## src/rtl/npc_pkg.sv

```systemverilog
package npc_pkg;
    typedef enum logic [3:0] {
        K_SEQ     = 4'd0,
        K_JREL    = 4'd1,
        K_JIND    = 4'd2,
        K_JEIND   = 4'd3,
        K_JABS    = 4'd4,
        K_BR_SET  = 4'd5,
        K_BR_CLR  = 4'd6,
        K_BR_GE   = 4'd7,
        K_BR_LT   = 4'd8,
        K_SK_EQ   = 4'd9,
        K_SK_BCLR = 4'd10,
        K_SK_BSET = 4'd11
    } kind_t;

    typedef enum logic {
        S_IDLE = 1'b0,
        S_DONE = 1'b1
    } npc_state_t;

    localparam int unsigned BIT_V = 3;
    localparam int unsigned BIT_N = 2;
endpackage

```

## src/rtl/npc_cond.sv

```systemverilog
module npc_cond
    import npc_pkg::*;
#(
    parameter int unsigned DATA_W = 8,
    localparam int unsigned SEL_W = $clog2(DATA_W)
) (
    input  logic [3:0]        kind,
    input  logic [DATA_W-1:0] sreg,
    input  logic [SEL_W-1:0]  bit_sel,
    input  logic [DATA_W-1:0] opnd_a,
    input  logic [DATA_W-1:0] opnd_b,
    output logic              cond_hit
);
    logic status_bit;
    logic operand_bit;
    logic signed_lt;

    assign status_bit  = sreg[bit_sel];
    assign operand_bit = opnd_a[bit_sel];
    assign signed_lt   = sreg[BIT_N] ^ sreg[BIT_V];

    always_comb begin
        unique case (kind)
            K_BR_SET:  cond_hit = status_bit;
            K_BR_CLR:  cond_hit = ~status_bit;
            K_BR_GE:   cond_hit = ~signed_lt;
            K_BR_LT:   cond_hit = signed_lt;
            K_SK_EQ:   cond_hit = (opnd_a == opnd_b);
            K_SK_BCLR: cond_hit = ~operand_bit;
            K_SK_BSET: cond_hit = operand_bit;
            default:   cond_hit = 1'b0;
        endcase
    end
endmodule

```

## src/rtl/npc_target.sv

```systemverilog
module npc_target #(
    parameter int unsigned PC_W     = 17,
    parameter int unsigned Z_W      = 16,
    parameter int unsigned BR_OFF_W = 7,
    parameter int unsigned RJ_OFF_W = 12,
    localparam int unsigned EXT_W   = PC_W - Z_W
) (
    input  logic [PC_W-1:0]     pc_cur,
    input  logic [RJ_OFF_W-1:0] offset,
    input  logic [Z_W-1:0]      zptr,
    input  logic [EXT_W-1:0]    ext_idx,
    output logic [PC_W-1:0]     pc_jrel,
    output logic [PC_W-1:0]     pc_brel,
    output logic [PC_W-1:0]     pc_ind,
    output logic [PC_W-1:0]     pc_eind,
    output logic [PC_W-1:0]     pc_step1,
    output logic [PC_W-1:0]     pc_step2,
    output logic [PC_W-1:0]     pc_step3
);
    logic [PC_W-1:0] jrel_ext;
    logic [PC_W-1:0] brel_ext;

    assign jrel_ext = {{(PC_W-RJ_OFF_W){offset[RJ_OFF_W-1]}}, offset};
    assign brel_ext = {{(PC_W-BR_OFF_W){offset[BR_OFF_W-1]}}, offset[BR_OFF_W-1:0]};

    assign pc_step1 = pc_cur + PC_W'(1);
    assign pc_step2 = pc_cur + PC_W'(2);
    assign pc_step3 = pc_cur + PC_W'(3);
    assign pc_jrel  = pc_step1 + jrel_ext;
    assign pc_brel  = pc_step1 + brel_ext;
    assign pc_ind   = {{EXT_W{1'b0}}, zptr};
    assign pc_eind  = {ext_idx, zptr};
endmodule

```

## src/rtl/npc_unit.sv

```systemverilog
module npc_unit
    import npc_pkg::*;
#(
    parameter int unsigned PC_W     = 17,
    parameter int unsigned Z_W      = 16,
    parameter int unsigned BR_OFF_W = 7,
    parameter int unsigned RJ_OFF_W = 12,
    parameter int unsigned DATA_W   = 8,
    localparam int unsigned EXT_W   = PC_W - Z_W,
    localparam int unsigned SEL_W   = $clog2(DATA_W)
) (
    input  logic                clk,
    input  logic                rst_n,
    input  logic                req_valid,
    input  logic [3:0]          kind,
    input  logic [PC_W-1:0]     pc_cur,
    input  logic [RJ_OFF_W-1:0] offset,
    input  logic [PC_W-1:0]     target,
    input  logic [Z_W-1:0]      zptr,
    input  logic [EXT_W-1:0]    ext_idx,
    input  logic [DATA_W-1:0]   sreg,
    input  logic [SEL_W-1:0]    bit_sel,
    input  logic [DATA_W-1:0]   opnd_a,
    input  logic [DATA_W-1:0]   opnd_b,
    input  logic                next_two_word,
    output logic                out_valid,
    output logic [PC_W-1:0]     next_pc,
    output logic                taken,
    output logic [1:0]          cycles
);
    npc_state_t state_q, state_d;

    logic            cond_hit;
    logic [PC_W-1:0] pc_jrel, pc_brel, pc_ind, pc_eind;
    logic [PC_W-1:0] pc_step1, pc_step2, pc_step3;
    logic [PC_W-1:0] res_pc;
    logic            res_taken;
    logic [1:0]      res_cycles;

    npc_cond #(.DATA_W(DATA_W)) u_cond (
        .kind     (kind),
        .sreg     (sreg),
        .bit_sel  (bit_sel),
        .opnd_a   (opnd_a),
        .opnd_b   (opnd_b),
        .cond_hit (cond_hit)
    );

    npc_target #(
        .PC_W(PC_W), .Z_W(Z_W), .BR_OFF_W(BR_OFF_W), .RJ_OFF_W(RJ_OFF_W)
    ) u_target (
        .pc_cur   (pc_cur),
        .offset   (offset),
        .zptr     (zptr),
        .ext_idx  (ext_idx),
        .pc_jrel  (pc_jrel),
        .pc_brel  (pc_brel),
        .pc_ind   (pc_ind),
        .pc_eind  (pc_eind),
        .pc_step1 (pc_step1),
        .pc_step2 (pc_step2),
        .pc_step3 (pc_step3)
    );

    // Result selection for the request on the inputs this cycle
    always_comb begin
        res_pc     = pc_step1;
        res_taken  = 1'b0;
        res_cycles = 2'd1;
        unique case (kind)
            K_JREL: begin
                res_pc = pc_jrel; res_taken = 1'b1; res_cycles = 2'd2;
            end
            K_JIND: begin
                res_pc = pc_ind; res_taken = 1'b1; res_cycles = 2'd2;
            end
            K_JEIND: begin
                res_pc = pc_eind; res_taken = 1'b1; res_cycles = 2'd2;
            end
            K_JABS: begin
                res_pc = target; res_taken = 1'b1; res_cycles = 2'd3;
            end
            K_BR_SET, K_BR_CLR, K_BR_GE, K_BR_LT: begin
                if (cond_hit) begin
                    res_pc = pc_brel; res_taken = 1'b1; res_cycles = 2'd2;
                end
            end
            K_SK_EQ, K_SK_BCLR, K_SK_BSET: begin
                if (cond_hit) begin
                    res_taken = 1'b1;
                    if (next_two_word) begin
                        res_pc = pc_step3; res_cycles = 2'd3;
                    end else begin
                        res_pc = pc_step2; res_cycles = 2'd2;
                    end
                end
            end
            default: begin
                res_pc = pc_step1; res_taken = 1'b0; res_cycles = 2'd1;
            end
        endcase
    end

    // Next-state logic: T_ACCEPT / T_DRAIN
    always_comb begin
        unique case (state_q)
            S_IDLE:  state_d = req_valid ? S_DONE : S_IDLE;
            S_DONE:  state_d = req_valid ? S_DONE : S_IDLE;
            default: state_d = S_IDLE;
        endcase
    end

    // State register
    always_ff @(posedge clk or negedge rst_n) begin
        if (!rst_n) state_q <= S_IDLE;
        else        state_q <= state_d;
    end

    // Output register
    always_ff @(posedge clk or negedge rst_n) begin
        if (!rst_n) begin
            next_pc <= '0;
            taken   <= 1'b0;
            cycles  <= 2'd0;
        end else if (req_valid) begin
            next_pc <= res_pc;
            taken   <= res_taken;
            cycles  <= res_cycles;
        end
    end

    assign out_valid = (state_q == S_DONE);
endmodule

```

## config.mk

```make
export PLATFORM = sky130hd
export DESIGN_NAME = npc_unit
export DESIGN_NICKNAME = d
export VERILOG_FILES = /design/src/rtl/npc_pkg.sv /design/src/rtl/npc_cond.sv /design/src/rtl/npc_target.sv /design/src/rtl/npc_unit.sv
export SDC_FILE = /design/constraint.sdc
export NUM_CORES = 1
export LEC_CHECK = 0
export BUFFER_PORTS_ARGS = -buffer_cell sky130_fd_sc_hd__buf_2
export CAP_MARGIN = 40
export CORE_MARGIN = 2
export CORE_UTILIZATION = 51
export DETAILED_ROUTE_END_ITERATION = 8
export GPL_ROUTABILITY_DRIVEN = 0
export HOLD_SLACK_MARGIN = 0.08
export PLACE_DENSITY = 0.79
export SLEW_MARGIN = 20
export SYNTH_ARGS = -nofsm -noshare
export SYNTH_HDL_FRONTEND = slang
export SYNTH_HIERARCHICAL = 1
export SYNTH_SLANG_ARGS = --single-unit
```

## constraint.sdc

```tcl
create_clock -name clk -period 0.8 [get_ports clk]
set_input_delay 0 -clock clk [delete_from_list [all_inputs] [get_ports clk]]
set_output_delay 0 -clock clk [all_outputs]
set_load 0.1 [all_outputs]
```

==> results of run 1 <==
## what timing repair did
| item | 4_1_cts |
|---|---|
| hold endpoints to repair | 21 |
| buffers inserted | 29 |
| endpoints found under the setup margin | 41 |
| cloned | 3 |
| pin swaps | 86 |
| hold buffers | 1 |
| resized for setup | 142 |
## metal layers
metal	GRT overflow	track usage, %
met1	0	63.1
met2	1	87.6
met3	0	42.9
met4	3	68.9
met5	0	10.0
## per-stage QoR
stage / hold slack, ns / util (%) / worst slack [ns]
floorplan: -0.296 / - / -1.86
global placement: 0.00541 / 75.8 / -2.09
detailed placement: 0.0116 / 75.8 / -2.26
CTS: 0.164 / 86.3 / -1.77
## kinds of logic after synthesis
| group | synth area share (%) |
|---|---|
| adders and majority gates | 7.38 |
| xor gates and xnor gates | 13.5 |
| DFF | 10.1 |
| muxes | 10.7 |
| and+or+nand+nor | 17.4 |
| buffers and inverters | 12.6 |
| other | 0.0723 |
| AOI/OAI and AO/OA | 28.2 |
## synthesized netlist by cell type, types with 6 or more instances
master	count	area (um2)
sky130_fd_sc_hd__nand4_1	8	50.1
sky130_fd_sc_hd__a22o_1	16	140
sky130_fd_sc_hd__xor2_1	42	368
sky130_fd_sc_hd__mux2_2	17	191
sky130_fd_sc_hd__nand2b_1	7	43.8
sky130_fd_sc_hd__a21o_1	9	67.6
sky130_fd_sc_hd__mux2i_1	23	230
sky130_fd_sc_hd__o2bb2ai_1	16	140
sky130_fd_sc_hd__o22ai_1	19	119
sky130_fd_sc_hd__dfrtp_1	21	526
sky130_fd_sc_hd__nand3_1	11	55.1
sky130_fd_sc_hd__ha_1	29	363
sky130_fd_sc_hd__xnor2_1	33	289
sky130_fd_sc_hd__buf_6	8	90.1
sky130_fd_sc_hd__buf_4	47	353
sky130_fd_sc_hd__clkbuf_1	8	30.0
sky130_fd_sc_hd__a22oi_1	16	120
sky130_fd_sc_hd__o211ai_1	20	150
sky130_fd_sc_hd__buf_2	22	110
sky130_fd_sc_hd__a21oi_1	44	220
sky130_fd_sc_hd__nand2_1	48	180
sky130_fd_sc_hd__a31oi_1	19	119
sky130_fd_sc_hd__nor2b_1	21	131
sky130_fd_sc_hd__and3_1	6	37.5
sky130_fd_sc_hd__inv_1	17	63.8
sky130_fd_sc_hd__nor3_1	7	35.0
sky130_fd_sc_hd__o21ai_0	17	85.1
sky130_fd_sc_hd__nor2_1	34	128
==> flow_metrics.tcl, run 1 <==
set metrics [dict create \
    status "did not finish" \
    lastStage "5_1_grt" \
    error_line "[ERROR GRT-0232] Routing congestion too high. Check the congestion heatmap in the GUI." \
    post-place-cells 1011 \
    die_w_um 105 \
    port_buffers 118 \
    worst_endpoint "next_pc[14]$_DFFE_PN0P_/D" \
    synthArstFlopShare_pct 100 \
    postSynthNetCount 787 \
    h-tree-depth 1 \
    placed_cell_area_mm2 0.00744 \
    syn-mean-instance-area_um2 7.88 \
    cts_buffers 3 \
    synth-seq-area-share_pct 10.1 \
    yosys_warnings 6 \
    synth_ff_type "sky130_fd_sc_hd__dfrtp_1" \
    ctsLongestPathBuffers 2 \
    postSynthRegisterBits 21 \
    numClockSinks 21 \
    synth_enable_flop_cells 0 \
    root_buffer_master "sky130_fd_sc_hd__clkbuf_8" \
    starting_utilization_of_the_core_area_pct 52.9 \
    die_height_um 105 \
    synth_cell_types 73 \
    grt_start_max_net_pins 30 \
    synthCells 659 \
    worst_path_end_type "sequential cell input" \
    dpl.hpwl_mm 15.5 \
    grt-ovfl-total 4 \
    synth_cell_area_mm2 0.00519 \
    grt_use_total_pct 65.1 \
    design.portCount 119 \
    floorplan.rows 36 \
]
==> inputs of run 2 (changes only) <==
Settings changed: CORE_UTILIZATION 51 to 40, HOLD_SLACK_MARGIN 0.08 to default, PLACE_DENSITY 0.79 to default, PLACE_DENSITY_LB_ADDON from default to 0.15.
Clock period 0.8 ns to 1 ns, I/O delays scaled along.
==> run 2 against run 1 <==
Compared with the run above: the flow now finishes, with violations (setup timing); area after synthesis unchanged; synthesized cell count unchanged.
==> flow_metrics.tcl, run 2 <==
set metrics [dict create \
    synth_ff_type "sky130_fd_sc_hd__dfrtp_1" \
    leakagePower_nw 3.70 \
    yosys.cell_count.top_type "sky130_fd_sc_hd__nand2_1" \
    final_min_period_ns 2.67 \
    numClockSinks 21 \
    area_of_the_placeable_core_mm2 0.0126 \
    setup_repair_after_global_routing_missed_its_margin "yes" \
    root_buffer_master "sky130_fd_sc_hd__clkbuf_16" \
    critical_path.startpoint_type "primary input" \
    power.density_mw_per_mm2 959 \
    final.hold.worst_slack_ns 0.191 \
    grt_start_max_net_pins 30 \
    antenna_violations_before_repair 0 \
    power.sequential.fraction_pct 14.1 \
    synth_top_family_by_area "compound AO/OA/AOI/OAI gates" \
    status "finished, violations left" \
    antenna_cells 0 \
    tritoncts "built" \
    largest-register "next_pc" \
    whs_endpoint "out_valid$_DFF_PN0_" \
    postSynthRegisterBits 21 \
    total_power_mw 8.11 \
    mostFrequentLayoutCell "sky130_fd_sc_hd__buf_4" \
    most-common-layout-cells "sky130_fd_sc_hd__buf_4 (193), sky130_fd_sc_hd__buf_2 (92), sky130_fd_sc_hd__nand2_1 (44)" \
    dp_worst_setup_slack_ns -2.06 \
    port_buffers 118 \
    synth_compound_area_share_pct 28.2 \
    synth.area.mux_share_pct 10.7 \
    synthSimpleGateAreaFrac_pct 17.4 \
    post_synth_most_frequent_cells "sky130_fd_sc_hd__nand2_1 (48), sky130_fd_sc_hd__buf_4 (47), sky130_fd_sc_hd__a21oi_1 (44)" \
    detail_route.wirelength_mm 19.7 \
    relative_slew_margins_pct 62.6 \
    crit_fanout 4 \
    crit_start "pc_cur[1]" \
    critical_path.reg2reg.endpoint "next_pc[10]$_DFFE_PN0P_" \
    fin_crit_sh_pct 267 \
    largest_register_ffs 17 \
    slew_viol_final 0 \
    timing.reg2reg.setup_slack_ns 0.17 \
    worst_hold_startpoint "req_valid" \
    max_cap_viol_count 0 \
    power.ir.vdd_worst_mv 0.886 \
    largest_registers "next_pc x17, cycles x2" \
    synthArstFlopShare_pct 100 \
    tightestPinTransition_ns 0.562 \
    post-place-cells 1040 \
    p_int_mw 4.33 \
    timing_worst_setup_path_type "in2reg" \
    drt-wirelength-per-cell_um 18.3 \
    synth_enable_flop_cells 0 \
    wire_length_of_the_first_global_routing_pass_mm 30.7 \
    synth_cell_area_mm2 0.00519 \
    route.vias.total 6100 \
    ctsLongestPathBuffers 2 \
    endpoints_failing_hold 0 \
    synthesized_area_fraction_occupied_by_adder_cells_pct 7.38 \
    source_to_sink_clock_delay_at_the_later_pin_of_the_worst_skew_pair_ns 0.26 \
    first_iter_violations 338 \
    critical_path_arrival_ns 2.82 \
    setup-violations-final 20 \
    synth_xor_area_share_pct 13.5 \
    power.net_switching_mw 3.78 \
    whs_path_depth 3 \
    syn-mean-instance-area_um2 7.88 \
    synth-seq-area-share_pct 10.1 \
    postSynthNetCount 787 \
    p_sw_share_pct 46.6 \
    starting_utilization_of_the_core_area_pct 41.1 \
    final.setup.worst_slack_ns -1.67 \
    dpl.hpwl_mm 15.0 \
    drt_first_pass_iters 5 \
    layout.nets 1035 \
    ant_nets 0 \
    grt_pass1_vias 6066 \
    reg2reg_from "next_pc[10]$_DFFE_PN0P_" \
    synthTopCellsByArea "sky130_fd_sc_hd__dfrtp_1 (10%), sky130_fd_sc_hd__xor2_1 (7.1%), sky130_fd_sc_hd__ha_1 (7.0%), sky130_fd_sc_hd__buf_4 (6.8%), sky130_fd_sc_hd__xnor2_1 (5.6%)" \
    design.portCount 119 \
    die_w_um 118 \
    synthDominantCellAreaShare_pct 10.1 \
    synthCells 659 \
    failed_checks "setup timing" \
    clkSlewWorstSetupHoldPaths_ns 0.07 \
    grt-ovfl-total 0 \
    synth_cell_types 73 \
    clockPowerShare_pct 11.5 \
    cell_type_with_the_highest_aggregate_area_in_the_netlist "sky130_fd_sc_hd__dfrtp_1" \
    floorplan.die_area_mm2 0.0139 \
    finalClockSkew_ns 0 \
    drc_errors 0 \
    final_layout_size_suffix_gt1_share_pct 52.4 \
    crit_required_ns 1.14 \
    grt_use_total_pct 26.8 \
    die_height_um 118 \
    syn_to_final_growth_pct 62.9 \
    floorplan.rows 41 \
    share_comb_of_total_power_pct 74.4 \
    min-delay-path-class "in2reg" \
    max_freq_mhz 374 \
    cts_buffers 3 \
    yosys_warnings 6 \
    fin_cells 1078 \
    critPathCaptureType "flop" \
    timing.reg2reg.worst_path_depth 2 \
    h-tree-depth 1 \
    avgViaCountPerCell 5.66 \
]
==> run 2: cell counts after synthesis <==
Identical to the previous run, type by type.
==> run 2: per-stage QoR <==
stage / cell area (um2) / TNS, ns / utilization (%)
5_1_grt: 8460 / -26.76 / 67.0
3_3_place_gp: 7350 / -30.87 / 58.3
4_1_cts: 8240 / -23.93 / 65.3
6_report: 8460 / -24.66 / 67.0
3_5_place_dp: 7350 / -31.45 / 58.3
2_1_floorplan: 5470 / -24.72 / -
==> run 2: how the worst max path moves through the flow <==
| stage | end | slack, ns | cells after the start |
|---|---|---|---|
| global route | next_pc[16]$_DFFE_PN0P_ | -1.75 | 18 |
| detailed placement | next_pc[15]$_DFFE_PN0P_ | -2.06 | 16 |
| global placement | next_pc[13]$_DFFE_PN0P_ | -2.04 | 15 |
| CTS | next_pc[10]$_DFFE_PN0P_ | -1.63 | 15 |
| floorplan | next_pc[14]$_DFFE_PN0P_ | -1.66 | 14 |
| finish | next_pc[14]$_DFFE_PN0P_ | -1.67 | 15 |
==> run 2: routing by layer <==
layer	track usage [%]	vias up	share of wire (%)
li1	-	2893	-
met1	34.9	2905	43
met2	45.6	263	48
met3	4.07	39	6.9
met4	8.28	0	2.5
met5	0	-	0
==> run 2: kinds of logic (layout without fill, tap and decap cells) <==
kind of cell	after synthesis	count (layout)
compound gates	209	209
xor+xnor	77	77
fa+ha+maj	30	30
buf+inv	104	351
flops	21	21
mux	46	46
other cells	1	1
simple gates	171	171
==> run 2: cell type report <==
class	count	area [um2]
Clock buffer	3	75.1
Tap cell	172	215
Timing Repair Buffer	330	2690
Fill cell	1021	4160
Sequential cell	21	526
Clock inverter	1	7.51
Multi-Input combinational cell	534	4880
Inverter	17	70.1
==> run 2: worst max-delay path, cell delays in order <==
cell and delay [ns]:
sky130_fd_sc_hd__buf_8 0.08, sky130_fd_sc_hd__ha_4 0.13, sky130_fd_sc_hd__and3_4 0.18, sky130_fd_sc_hd__and3_4 0.22, sky130_fd_sc_hd__nand2_8 0.08, sky130_fd_sc_hd__nor2_4 0.14, sky130_fd_sc_hd__xor2_4 0.27, sky130_fd_sc_hd__ha_4 0.26
sky130_fd_sc_hd__and3_4 0.17, sky130_fd_sc_hd__a221o_1 0.37, sky130_fd_sc_hd__a211oi_2 0.30, sky130_fd_sc_hd__xnor2_1 0.13, sky130_fd_sc_hd__mux2_4 0.28, sky130_fd_sc_hd__a21oi_2 0.11, sky130_fd_sc_hd__a31oi_1 0.08
==> run 2: power by group through the flow <==
| stage | clock [mW] | sequential [mW] | combinational, mW |
|---|---|---|---|
| final | 0.929 | 1.14 | 6.03 |
| after global routing | 0.972 | 1.16 | 6.34 |
| after CTS | 0.940 | 1.15 | 5.75 |
| after detailed placement | 0 | 1.16 | 5.12 |
| after global placement | 0 | 1.16 | 5.07 |
| after floorplan | 0 | 2.00 | 2.35 |
==> run 2: timing repair <==
item | CTS | global route
hold buffers | 1 | 0
setup buffers | 23 | 14
pin swaps | 79 | 60
resized for setup | 118 | 28
setup endpoints to repair | 20 | 20
hold endpoints to repair | 21 | 0
cloned | 1 | 0
Note: power is estimated with default switching activity, not from simulation.
